$ cat config.mk
export PLATFORM = sky130hd
export DESIGN_NAME = reload_timer_bank
export DESIGN_NICKNAME = d
export VERILOG_FILES = /design/src/rtl/reload_timer_bank.sv
export SDC_FILE = /design/constraint.sdc
export NUM_CORES = 1
export LEC_CHECK = 0
export ABC_AREA = 1
export CAP_MARGIN = 0
export CORE_MARGIN = 4
export CORE_UTILIZATION = 35
export CTS_CLUSTER_DIAMETER = 50
export DETAILED_ROUTE_END_ITERATION = 16
export DONT_BUFFER_PORTS = 1
export SETUP_SLACK_MARGIN = 0.2
export SKIP_CTS_REPAIR_TIMING = 1
export SYNTH_ARGS = -nofsm -noshare
export SYNTH_HDL_FRONTEND = slang
export SYNTH_SLANG_ARGS = --single-unit
$ cat constraint.sdc
create_clock -name clk -period 1.9 [get_ports clk]
set_input_delay 0.38 -clock clk [delete_from_list [all_inputs] [get_ports clk]]
set_output_delay 0.38 -clock clk [all_outputs]
set_load 0.005 [all_outputs]
$ cat src/rtl/reload_timer_bank.sv
`timescale 1ns/1ps
module reload_timer_bank #(
  parameter int SHORT_W = 16,
  parameter int LONG_W  = 32,
  parameter int TB_W    = 40
) (
  input  logic        clk,
  input  logic        rst_n,
  input  logic        tick_fast,
  input  logic        tick_slow,
  input  logic        tick_tb,
  input  logic        wr_en,
  input  logic [3:0]  addr,
  input  logic [31:0] wdata,
  output logic [31:0] rdata,
  output logic [2:0]  irq
);
  localparam logic [31:0] MASK_S = 32'((64'd1 << SHORT_W) - 64'd1);
  localparam logic [31:0] MASK_L = 32'((64'd1 << LONG_W) - 64'd1);
  localparam int HI_W = TB_W - 32;
  localparam logic [3:0] A_TB_LO = 4'd12;
  localparam logic [3:0] A_TB_HI = 4'd13;

  logic [2:0][31:0] cnt, ld;
  logic [2:0][7:0]  ctl;
  logic [2:0]       run;
  logic [TB_W-1:0]  tb_cnt;
  logic             tb_en;

  for (genvar i = 0; i < 3; i++) begin : g_tmr
    localparam logic [31:0] MSK = (i == 2) ? MASK_L : MASK_S;
    logic [31:0] c, l;
    logic [7:0]  k;
    logic        p, q;
    wire base_hit = wr_en && (addr[3:2] == 2'(i));
    wire wr_ld  = base_hit && (addr[1:0] == 2'd0);
    wire wr_ctl = base_hit && (addr[1:0] == 2'd2);
    wire wr_clr = base_hit && (addr[1:0] == 2'd3);
    wire tk = k[7] && (k[3] ? tick_fast : tick_slow);
    wire uf = tk && !p && (c == 32'd0);

    always_ff @(posedge clk or negedge rst_n) begin
      if (!rst_n) begin
        c <= '0; l <= '0; k <= '0; p <= 1'b0; q <= 1'b0;
      end else begin
        if (tk) begin
          if (p) begin
            c <= l;
            p <= 1'b0;
          end else if (c == 32'd0) c <= k[6] ? l : MSK;
          else c <= c - 32'd1;
        end
        if (wr_ld) begin
          l <= wdata & MSK;
          if (k[7]) p <= 1'b1;
          else begin
            c <= wdata & MSK;
            p <= 1'b0;
          end
        end
        if (wr_ctl) k <= wdata[7:0] & 8'hC8;
        if (wr_clr) q <= 1'b0;
        if (uf) q <= 1'b1;
      end
    end

    assign cnt[i] = c;
    assign ld[i]  = l;
    assign ctl[i] = k;
    assign run[i] = k[7];
    assign irq[i] = q;
  end

  always_ff @(posedge clk or negedge rst_n) begin
    if (!rst_n) begin
      tb_cnt <= '0;
      tb_en  <= 1'b0;
    end else if (wr_en && addr == A_TB_HI) begin
      tb_en  <= wdata[8];
      tb_cnt <= '0;
    end else if (tb_en && tick_tb) begin
      tb_cnt <= tb_cnt + 1'b1;
    end
  end

  always_comb begin
    rdata = '0;
    if (addr == A_TB_LO) rdata = tb_cnt[31:0];
    else if (addr == A_TB_HI) begin
      rdata[HI_W-1:0] = tb_cnt[TB_W-1:32];
      rdata[8] = tb_en;
    end else if (addr[3:2] != 2'd3) begin
      case (addr[1:0])
        2'd0:    rdata = ld[addr[3:2]];
        2'd1:    rdata = cnt[addr[3:2]];
        2'd2:    rdata = {24'd0, ctl[addr[3:2]]};
        default: rdata = '0;
      endcase
    end
  end
endmodule


==> impl_metrics.toml <==
[run_status]
status = "finished with violations"
violations = "hold timing, setup timing"

[layout]
final-seq-area_mm2 = 0.005424
layout-drive-gt1-share = 0.3722
multiInputGateArea_mm2 = 0.01046
fin_nets = 2760
syn_to_final_growth_pct = 52.41
fillers = 3969

[synthesis]
synthCells = 2345
synth_edf_count = 0
ys_warn_count = 0
ys_seq_area_frac = 0.3584
netlist_area_mm2 = 0.01508
yosysMostFrequentCell = "nand2_1"
synth_cell_types = 43
synthTopCellsByArea = "dfrtp_1 (36%), nand2_1 (15%), nor2_1 (8.4%)"
syn_nets = 2392
ys.flop_type = "dfrtp_1"
synth_seq_cells = 216
async_reset_ff_frac = 1.000
avgSynthCellArea_um2 = 6.432
yosys.area.top_type = "dfrtp_1"
synth_top_area_share = 0.3584
synth_common_cells = "nand2_1 (598), nor2_1 (337), inv_1 (299)"

[sta]
skew_ns = 0.02397
fin_crit_sh = 1.191
drv_slew = 0
whs_ns = -0.4739
max_freq_ghz = 0.4419
report.final.hold_viol_count = 235
slew_headroom = 0.4503
period_needed_ns = 2.263
rsz0062_at_grt = "true"
setup_viol = 64
finalWorstSetupSlack_ns = -0.3632
worst_slew_pin_slew_ns = 0.8245

[detailed_routing]
routed-via-count = 18090
first_iter_violations = 1578
drt-pass1-iter-count = 6
wl_per_cell_um = 21.42
ant_nets = 0
via_per_inst = 5.511
drt_wl_total_mm = 70.31
drc = 0

[clock_tree]
cts-root-buf = "clkbuf_16"
cts_tree = "built"
cts_inserted_buffers = 38
clock_sinks = 216
clk_latency_ns = 0.56
clk_pin_slew_ns = 0.05
h-tree-depth = 2
clock_path_buffers = 3

[hold_path]
hold_path_class = "in2async"

[worst_setup_path]
endpoint_kind = "output pin"
path_cells = "inv_2 > o22ai_1 > o21ai_1 > nand2_1 > a21oi_2 > buf_4 > o211ai_1"
cp-start-kind = "flip-flop"
cp_slowest_cell = "dfrtp_1"
path_max_fanout = 4
path_class = "reg2out"
cp_num_buf_inv = 2
required_ns = 1.52
slowest_delay_ns = 0.37
cp_top_family = "compound AO/OA/AOI/OAI gates"
arrival_ns = 1.88

[floorplanning]
die-area_mm2 = 0.04648
die_w_um = 215.6
rows = 75
ios = 77
initial_core_util = 0.3572
design.core.area_mm2 = 0.04223
fp.dieH_um = 215.6

[global_route]
grt-ovfl-total = 0
grt_max_degree = 217
grt_pass1_wl_mm = 97.27
antenna_found_initial = 2
grt_util_all_layers = 0.2704
grt_pass1_vias = 16400

[place]
dp_slack_ns = -0.4993
dp_hpwl_mm = 49.08
gp_routability_congestion = 0.9656
portBuffers = 0

[power]
irDropWorstVdd_uv = 934.3
p_leak_nw = 10.53
pwr_density_cell_mw_per_mm2 = 1068

[run]
drv_cap = 0
==> layer usage <==
layer	up-vias	wire length (µm)	GRT usage
met5	-	13	0
met4	2	3268	0.1067
met3	192	5966	0.05710
met2	836	32090	0.4252
met1	8668	28980	0.3652
li1	8394	-	-
==> per-stage QoR <==
| step | utilization | power (mW) | instances | TNS [ns] | instance area, µm² |
|---|---|---|---|---|---|
| 3_3_place_gp | 0.4167 | 14.02 | 3064 | -11.22 | 17590 |
| 4_1_cts | 0.4476 | 21.43 | 3134 | -21.50 | 18900 |
| 2_1_floorplan | - | 10.82 | 2345 | 0 | 15160 |
| 5_1_grt | 0.5443 | 25.75 | 3282 | -13.56 | 22980 |
| 6_report | 0.5443 | 24.54 | 3283 | -6.059 | 22990 |
| 3_5_place_dp | 0.4167 | 14.12 | 3064 | -12.81 | 17590 |
==> cell usage in the layout (no fill, tap or decap), types with 7 or more instances in the layout <==
cell type / instances
inv_4: 10
nor2_1: 241
o22ai_1: 9
inv_1: 210
dfrtp_1: 201
buf_4: 283
clkbuf_16: 42
o21ai_0: 150
nor2_2: 53
a21oi_1: 122
o22ai_2: 8
nand3_4: 10
nor3_1: 12
inv_2: 78
xor2_1: 36
nor3_4: 8
inv_6: 16
o221ai_4: 8
dfrtp_2: 15
o22ai_4: 8
nand4_1: 29
buf_6: 79
clkinvlp_4: 7
nor2_4: 66
buf_12: 16
nand2_2: 73
dlygate4sd3_1: 31
nand2_4: 19
a21oi_2: 42
o221ai_1: 9
o21ai_1: 34
o221ai_2: 26
nand3_2: 49
nor3_2: 8
o21ai_2: 32
nand3_1: 102
nand2_1: 510
==> worst paths after layout <==
kind | start | end | slack [ns] | cells past startpoint
max | g_tmr[1].l[7] | rdata[7] | -0.36 | 7
min | rst_n | g_tmr[1].l[10] | -0.47 | 0
max reg2reg | g_tmr[0].c[0] | g_tmr[0].c[7] | -0.07 | 13
min reg2reg | tb_cnt[39] | tb_cnt[39] | 0.54 | 2
max in group asynchronous | rst_n | g_tmr[0].c[27] | 1.65 | 0
min in group clk | wdata[23] | g_tmr[2].l[23] | -0.03 | 2
==> where the power goes <==
group	internal, mW	switching (mW)
Clock	4.55	2.68
Combinational	4.30	6.23
Sequential	5.70	1.07
==> kinds of logic (layout without fill, tap and decap cells) <==
family | Yosys count | in the layout | synth area share
DFF | 216 | 216 | 0.3584
xor gates and xnor gates | 39 | 39 | 0.02265
adders and majority gates | 5 | 5 | 0.004148
AOI/OAI and AO/OA | 474 | 474 | 0.1742
buffers and inverters | 408 | 805 | 0.1059
other | 0 | 1 | 0
and+or+nand+nor | 1203 | 1204 | 0.3347
==> sequential cells by signal, summed over array words and instances (netlist names) <==
signal,count
g_tmr.c,96
g_tmr.l,64
tb_cnt,40
g_tmr.k,9
g_tmr.p,3
g_tmr.q,3
tb_en,1
==> area by class of cell <==
cell class              instances  area share
clock inverters                22     0.01219
repair inverters                1   0.0004899
multi-input cells            1722      0.4550
well taps                     539     0.02934
repair buffers                416      0.1649
inverters                     318     0.05726
clock buffers                  48     0.04474
flip-flops and latches        216      0.2360
diodes                          1   0.0001089
No activity file was read; power rests on OpenSTA's default activity.
